## src/rtl/irqp_pkg.sv

```systemverilog
package irqp_pkg;
  localparam logic [1:0] SZ_BYTE = 2'b00;
  localparam logic [1:0] SZ_HALF = 2'b01;
  localparam logic [1:0] SZ_WORD = 2'b10;

  localparam int IDX_POLL  = 0;
  localparam int IDX_CLAIM = 1;
  localparam int IDX_IPI   = 3;

  typedef enum logic [2:0] {
    SEL_POLL,
    SEL_CLAIM,
    SEL_IPI,
    SEL_LINK,
    SEL_NONE
  } reg_sel_e;
endpackage

```

## src/rtl/irqp_decode.sv

```systemverilog
module irqp_decode
  import irqp_pkg::*;
#(
  parameter int ADDR_W    = 12,
  parameter int NUM_LINKS = 3,
  parameter int LINK_BASE = 4,
  parameter int LIDX_W    = 2
) (
  input  logic [ADDR_W-1:0] addr,
  input  logic [1:0]        size,
  input  logic              rd,
  output reg_sel_e          sel,
  output logic [LIDX_W-1:0] link_idx,
  output logic              is_word,
  output logic              legal
);
  localparam int WIDX_W = ADDR_W - 2;
  localparam logic [WIDX_W-1:0] LINK_LO = WIDX_W'(LINK_BASE);
  localparam logic [WIDX_W-1:0] LINK_HI = WIDX_W'(LINK_BASE + NUM_LINKS);

  logic [WIDX_W-1:0] widx;
  logic              byte_ok;

  assign widx    = addr[ADDR_W-1:2];
  assign byte_ok = (size == SZ_BYTE) && (addr[1:0] == 2'b00);
  assign is_word = (size == SZ_WORD);

  always_comb begin
    sel      = SEL_NONE;
    legal    = 1'b0;
    link_idx = '0;
    if (widx == WIDX_W'(IDX_POLL)) begin
      sel   = SEL_POLL;
      legal = rd && (byte_ok || is_word);
    end else if (widx == WIDX_W'(IDX_CLAIM)) begin
      sel   = SEL_CLAIM;
      legal = byte_ok || is_word;
    end else if (widx == WIDX_W'(IDX_IPI)) begin
      sel   = SEL_IPI;
      legal = byte_ok;
    end else if (widx >= LINK_LO && widx < LINK_HI) begin
      sel      = SEL_LINK;
      legal    = is_word;
      link_idx = LIDX_W'(widx - LINK_LO);
    end
  end
endmodule

```

## src/rtl/irqp_arbiter.sv

```systemverilog
module irqp_arbiter #(
  parameter int PRIO_W  = 8,
  parameter int SRC_W   = 24,
  parameter int IPI_SRC = 2
) (
  input  logic [PRIO_W-1:0] mask,
  input  logic [PRIO_W-1:0] ipi_prio,
  input  logic [PRIO_W-1:0] ext_prio,
  input  logic [SRC_W-1:0]  ext_src,
  output logic              cand_valid,
  output logic [SRC_W-1:0]  cand_src,
  output logic [PRIO_W-1:0] cand_prio
);
  logic ipi_ok;
  logic ext_ok;

  assign ipi_ok = ipi_prio < mask;
  assign ext_ok = ext_prio < mask;

  always_comb begin
    cand_valid = 1'b0;
    cand_src   = '0;
    cand_prio  = '1;
    if (ipi_ok && (!ext_ok || ipi_prio <= ext_prio)) begin
      cand_valid = 1'b1;
      cand_src   = SRC_W'(IPI_SRC);
      cand_prio  = ipi_prio;
    end else if (ext_ok) begin
      cand_valid = 1'b1;
      cand_src   = ext_src;
      cand_prio  = ext_prio;
    end
  end
endmodule

```

## src/rtl/irqp_links.sv

```systemverilog
module irqp_links #(
  parameter int NUM_LINKS = 3,
  parameter int DATA_W    = 32,
  parameter int LIDX_W    = 2
) (
  input  logic              clk,
  input  logic              rst_n,
  input  logic              wr_en,
  input  logic [LIDX_W-1:0] idx,
  input  logic [DATA_W-1:0] wdata,
  output logic [DATA_W-1:0] rd_data
);
  logic [DATA_W-1:0] link_q [NUM_LINKS];

  for (genvar g = 0; g < NUM_LINKS; g++) begin : g_link
    logic              hit;
    logic [DATA_W-1:0] link_d;
    assign hit = wr_en && (idx == LIDX_W'(g));
    always_comb begin
      link_d = link_q[g];
      if (hit) link_d = wdata;
    end
    always_ff @(posedge clk or negedge rst_n) begin
      if (!rst_n) link_q[g] <= '0;
      else        link_q[g] <= link_d;
    end
  end

  always_comb begin
    rd_data = '0;
    for (int i = 0; i < NUM_LINKS; i++) begin
      if (idx == LIDX_W'(i)) rd_data = link_q[i];
    end
  end
endmodule

```

## src/rtl/irq_presenter_front.sv

```systemverilog
module irq_presenter_front
  import irqp_pkg::*;
#(
  parameter int ADDR_W    = 12,
  parameter int PRIO_W    = 8,
  parameter int SRC_W     = 24,
  parameter int NUM_LINKS = 3,
  parameter int LINK_BASE = 4,
  parameter int IPI_SRC   = 2
) (
  input  logic                      clk,
  input  logic                      rst_n,
  input  logic [ADDR_W-1:0]         bus_addr,
  input  logic [1:0]                bus_size,
  input  logic                      bus_rd,
  input  logic                      bus_wr,
  input  logic [PRIO_W+SRC_W-1:0]   bus_wdata,
  output logic [PRIO_W+SRC_W-1:0]   bus_rdata,
  output logic                      bus_err,
  input  logic [SRC_W-1:0]          ext_src,
  input  logic [PRIO_W-1:0]         ext_prio,
  output logic                      irq_out
);
  localparam int DATA_W = PRIO_W + SRC_W;
  localparam int LIDX_W = (NUM_LINKS > 1) ? $clog2(NUM_LINKS) : 1;

  // reset: asynchronous assert, synchronous release
  logic [1:0] rst_sync;
  logic       rst_sync_n;
  always_ff @(posedge clk or negedge rst_n) begin
    if (!rst_n) rst_sync <= 2'b00;
    else        rst_sync <= {rst_sync[0], 1'b1};
  end
  assign rst_sync_n = rst_sync[1];

  reg_sel_e          sel;
  logic [LIDX_W-1:0] link_idx;
  logic              is_word;
  logic              legal;

  irqp_decode #(
    .ADDR_W(ADDR_W), .NUM_LINKS(NUM_LINKS), .LINK_BASE(LINK_BASE), .LIDX_W(LIDX_W)
  ) u_decode (
    .addr(bus_addr), .size(bus_size), .rd(bus_rd),
    .sel(sel), .link_idx(link_idx), .is_word(is_word), .legal(legal)
  );

  logic [PRIO_W-1:0] cppr_q, cppr_d;
  logic [PRIO_W-1:0] mfrr_q, mfrr_d;
  logic [SRC_W-1:0]  xisr_q, xisr_d;
  logic [PRIO_W-1:0] pprio_q, pprio_d;
  logic              pres_q, pres_d;
  logic [DATA_W-1:0] rdata_q, rdata_d;
  logic              err_q, err_d;

  logic              cand_valid;
  logic [SRC_W-1:0]  cand_src;
  logic [PRIO_W-1:0] cand_prio;

  irqp_arbiter #(.PRIO_W(PRIO_W), .SRC_W(SRC_W), .IPI_SRC(IPI_SRC)) u_arb (
    .mask(cppr_q), .ipi_prio(mfrr_q), .ext_prio(ext_prio), .ext_src(ext_src),
    .cand_valid(cand_valid), .cand_src(cand_src), .cand_prio(cand_prio)
  );

  logic              rd_cyc, wr_cyc, ok_rd, ok_wr, do_claim, link_we;
  logic [DATA_W-1:0] link_rd;
  logic [DATA_W-1:0] status;
  logic [PRIO_W-1:0] wr_byte;

  assign rd_cyc   = bus_rd;
  assign wr_cyc   = bus_wr && !bus_rd;
  assign ok_rd    = rd_cyc && legal;
  assign ok_wr    = wr_cyc && legal;
  assign do_claim = ok_rd && (sel == SEL_CLAIM) && is_word;
  assign link_we  = ok_wr && (sel == SEL_LINK);
  assign status   = {cppr_q, xisr_q};
  assign wr_byte  = bus_wdata[DATA_W-1 -: PRIO_W];

  irqp_links #(.NUM_LINKS(NUM_LINKS), .DATA_W(DATA_W), .LIDX_W(LIDX_W)) u_links (
    .clk(clk), .rst_n(rst_sync_n), .wr_en(link_we), .idx(link_idx),
    .wdata(bus_wdata), .rd_data(link_rd)
  );

  // read response and error
  always_comb begin
    rdata_d = '0;
    err_d   = (bus_rd || bus_wr) && !legal;
    if (rd_cyc) begin
      if (!legal) begin
        rdata_d = '1;
      end else begin
        unique case (sel)
          SEL_POLL, SEL_CLAIM: rdata_d = is_word ? status : {cppr_q, {SRC_W{1'b0}}};
          SEL_IPI:             rdata_d = {mfrr_q, {SRC_W{1'b0}}};
          SEL_LINK:            rdata_d = link_rd;
          default:             rdata_d = '1;
        endcase
      end
    end
  end

  // priority registers and presentation
  always_comb begin
    cppr_d = cppr_q;
    mfrr_d = mfrr_q;
    if (ok_wr && sel == SEL_CLAIM) cppr_d = wr_byte;
    if (ok_wr && sel == SEL_IPI)   mfrr_d = wr_byte;
    if (do_claim) begin
      if (pres_q) cppr_d = pprio_q;
      xisr_d  = '0;
      pres_d  = 1'b0;
      pprio_d = '1;
    end else begin
      xisr_d  = cand_valid ? cand_src : '0;
      pres_d  = cand_valid;
      pprio_d = cand_prio;
    end
  end

  always_ff @(posedge clk or negedge rst_sync_n) begin
    if (!rst_sync_n) begin
      cppr_q  <= '0;
      mfrr_q  <= '1;
      xisr_q  <= '0;
      pprio_q <= '1;
      pres_q  <= 1'b0;
      rdata_q <= '0;
      err_q   <= 1'b0;
    end else begin
      cppr_q  <= cppr_d;
      mfrr_q  <= mfrr_d;
      xisr_q  <= xisr_d;
      pprio_q <= pprio_d;
      pres_q  <= pres_d;
      rdata_q <= rdata_d;
      err_q   <= err_d;
    end
  end

  assign bus_rdata = rdata_q;
  assign bus_err   = err_q;
  assign irq_out   = pres_q;
endmodule

```

## config.mk

```make
export PLATFORM = sky130hd
export DESIGN_NAME = irq_presenter_front
export DESIGN_NICKNAME = d
export VERILOG_FILES = /design/src/rtl/irqp_pkg.sv /design/src/rtl/irqp_decode.sv /design/src/rtl/irqp_arbiter.sv /design/src/rtl/irqp_links.sv /design/src/rtl/irq_presenter_front.sv
export SDC_FILE = /design/constraint.sdc
export NUM_CORES = 1
export LEC_CHECK = 0
export BUFFER_PORTS_ARGS = -buffer_cell sky130_fd_sc_hd__buf_2
export CORE_AREA = 4 4 163 102
export CTS_CLUSTER_SIZE = 14
export DETAILED_ROUTE_END_ITERATION = 7
export DIE_AREA = 0 0 167 106
export HOLD_SLACK_MARGIN = 0.08
export PLACE_DENSITY = 0.79
export SYNTH_ARGS = -nofsm -noshare
export SYNTH_HDL_FRONTEND = slang
export SYNTH_HIERARCHICAL = 1
export SYNTH_SLANG_ARGS = --single-unit
```

## constraint.sdc

```tcl
create_clock -name clk -period 6.7 [get_ports clk]
set_input_delay 1.34 -clock clk [delete_from_list [all_inputs] [get_ports clk]]
set_output_delay 1.34 -clock clk [all_outputs]
set_load 0.02 [all_outputs]
```

==> metrics.txt <==
Num CTS Buffers=17; Main synth FF type=dfrtp_1; critical path class=in2reg; first-pass GRT wire length=35.29 mm; Synth area leader=dfrtp_1; Setup violations, final=0; # IOs=between 100 and 150; Hold Crit Depth=0; Die Y=106 microns; post-DR vias/cell=roughly 6.0; post-synthesis cell count=just under 700; Worst setup EP type=register; synth top area cells=dfrtp_1 48%, mux2_2 13%, dfstp_2 4.9%; CP arrival=~4700 ps; FMAX=228.1 MHz; Tot GR Track Use=25.45%; layout cell share with drive strength beyond 1=37.59%; 1st-iter DRT viols=521; met1 usage=37.88%; htree depth=4; DRC=0; final period utilization=65.43%; Slew @ Worst Pin=roughly 1200 ps; num rows=35; Clock transition at path regs=approximately 70 ps; Hold WC Path Type=reg2reg; clk_lat worst skew=430 ps; nets=between 800 and 900; Synth Warn #=6; Final Hold Vio Count=0; Startpoint Class=input pin; Avg Inst Size Synth=between 10 and 15 sq um; vias in the first global route=about 6.3k; max_cap viols=0; XOR/XNOR Fraction of Synth Area=less than 1%; Synth Area in Compound Gates=around 11%; Pleak=4.936 nW; peak fanout along the critical path=32; post-synth cell types=a little under 60; DIE AREA=between 15000 and 20000 sq um; TritonCTS clock tree=yes; M2 GR Usage=a little under two fifths; sequential-to-total area share from yosys stat=approximately 52%; port bufs=115; Layout area overhead=15.19%; unrepaired setup endpoints after global routing=false; number of flops mapped to enable cells by yosys=0; outcome=completed; Slew Limit Fails=0; Root Driver=clkbuf_16; Final Cell Area=between 9000 and 10000 sq um; GR Overflow Total=0; Worst VDD drop=0.1472 mV; clk buf depth=2; CP required=7010 ps; RePlAce Congestion=approximately 0.96; Slew HR=17.95%; Async SR Flop Fraction=100.0%; count leader, synth=dfrtp_1; dpl cell area=about 9300 sq um; min cycle time layout=approximately 4400 ps; P per Cell Area=234.8 nW/um^2; met3 Track Usage GR=between 6 and 7%; number of fill cells=~1.1k; cts hold-fix bufs=0; Yosys top cell area share=between 40% and 50%; post-synthesis cell area=8632 sq um; setup bufs post-CTS=0; post-route ant nets=0; core region area=15110 sq um; setup TNS=0 ps; R2R depth=8; Diodes inserted=0; GR peak layer=met1; syn nets=slightly below 800; overall die width=around 170 microns; Yosys reg bits=180; Adder-Cell Fraction of Synth Area=3.189%; clock sinks=between 150 and 200; mux share of post-synthesis cell area=between 10% and 20%; pin count of the biggest net entering global routing=78; Starting Density=57.13%; drt pass-1 iters=7; final wirelength=22.18 mm; simple-gate portion of the synthesized area=between 10 and 15%; Vias=6004; largest family of logic cells by synthesized area=multiplexers; number of antenna violations at the first check in global routing=0; commonest cells in the netlist=164 x dfrtp_1, 97 x mux2_2, 40 x mux2i_1, 32 x o2bb2ai_1, 30 x nor2b_1; WL per Instance=22.33 microns; HPWL Detailed=approximately 15 mm; Worst Skew=10.91 ps; worst hold slack=361.8 ps; post_cts resized=0
## final cells by class
class / count / area, sq um / share of cell area [%]
Tap cell: 203 / 254.0 / 2.554
Clock inverter: 13 / 195.2 / 1.963
Multi-Input combinational cell: 434 / 3795 / 38.17
Clock buffer: 19 / 452.9 / 4.555
Sequential cell: 180 / 4528 / 45.54
Timing Repair Buffer: 124 / 643.1 / 6.468
Inverter: 20 / 75.07 / 0.7550
## per-stage QoR
stage	setup WS (ps)	instances	util, %	total power, mW
after floorplan	1341	678	-	1.200
after global placement	2083	961	61.52	1.264
after detailed placement	1944	961	61.52	1.268
after CTS	2370	993	65.81	2.344
after global routing	2110	993	65.81	2.405
final	2316	993	65.81	2.335
## power by group
group / internal [mW] / switching, mW
Sequential: 1.11 / 0.0145
Clock: 0.652 / 0.435
Combinational: 0.0472 / 0.0802
## critical path, stage by stage
cell	delay (ps)
buf_2	110
nor4_4	270
nand2_2	190
a21oi_1	640
nor3b_4	290
buf_4	340
and4b_1	390
nor3b_4	220
buf_4	460
mux2_2	410
## path summary, 6_finish.rpt
| kind | from | endpoint | slack [ps] |
|---|---|---|---|
| setup / recovery | bus_addr[11] | u_links/link_q[75]$_DFFE_PN0P_ | 2320 |
| hold / removal | rst_sync[0]$_DFF_PN0_ | rst_sync[1]$_DFF_PN0_ | 360 |
| setup reg to reg | cppr_q[7]$_DFF_PN0_ | pprio_q[6]$_DFF_PN1_ | 3800 |
| hold reg to reg | rst_sync[0]$_DFF_PN0_ | rst_sync[1]$_DFF_PN0_ | 360 |
| max in group asynchronous | rst_sync[1]$_DFF_PN0_ | bus_rdata[19]$_DFF_PN0_ | 4300 |
| min in group asynchronous | rst_sync[1]$_DFF_PN0_ | u_links/link_q[56]$_DFFE_PN0P_ | 490 |
## layer usage
layer  vias to the layer above  part of all wire, %
met5                         -                    0
met4                         0                 0.89
met3                        23                  7.8
met2                       244                   44
met1                      3061                   47
li1                       2676                    -
## placed cells by master, fill, tap and decap left out, types with 3 or more instances in the layout
cell type / count
nand2b_1: 3
a222oi_1: 4
clkbuf_16: 17
buf_4: 9
nor2b_1: 29
inv_6: 4
bufinv_16: 4
and3_1: 28
or2_2: 8
nor3b_4: 3
nor3_1: 4
nor2_1: 23
dfrtp_1: 163
a21boi_0: 8
mux2_2: 97
a21oi_1: 23
a32oi_1: 7
mux2i_1: 40
and4_1: 3
dfstp_2: 16
nand2_1: 8
a221oi_1: 25
buf_2: 115
mux2_1: 7
and2_1: 24
o2bb2ai_1: 32
ha_1: 22
inv_1: 18
## registers in the layout, summed over array words and instances, names as in the netlist
register        cells
bus_err             1
bus_rdata          32
cppr_q              8
irq_out             1
mfrr_q              8
pprio_q             8
rst_sync            2
u_links/link_q     96
xisr_q             24
## logic make-up (layout without fill, tap and decap cells)
| kind of cell | count (synthesis) | in the layout |
|---|---|---|
| buffers and inverters | 64 | 176 |
| xor gates and xnor gates | 1 | 1 |
| and+or+nand+nor | 150 | 150 |
| muxes | 144 | 144 |
| AOI/OAI and AO/OA | 116 | 116 |
| other | 1 | 1 |
| DFF | 180 | 180 |
| adders and majority gates | 22 | 22 |
Note: power is estimated with default switching activity, not from simulation.
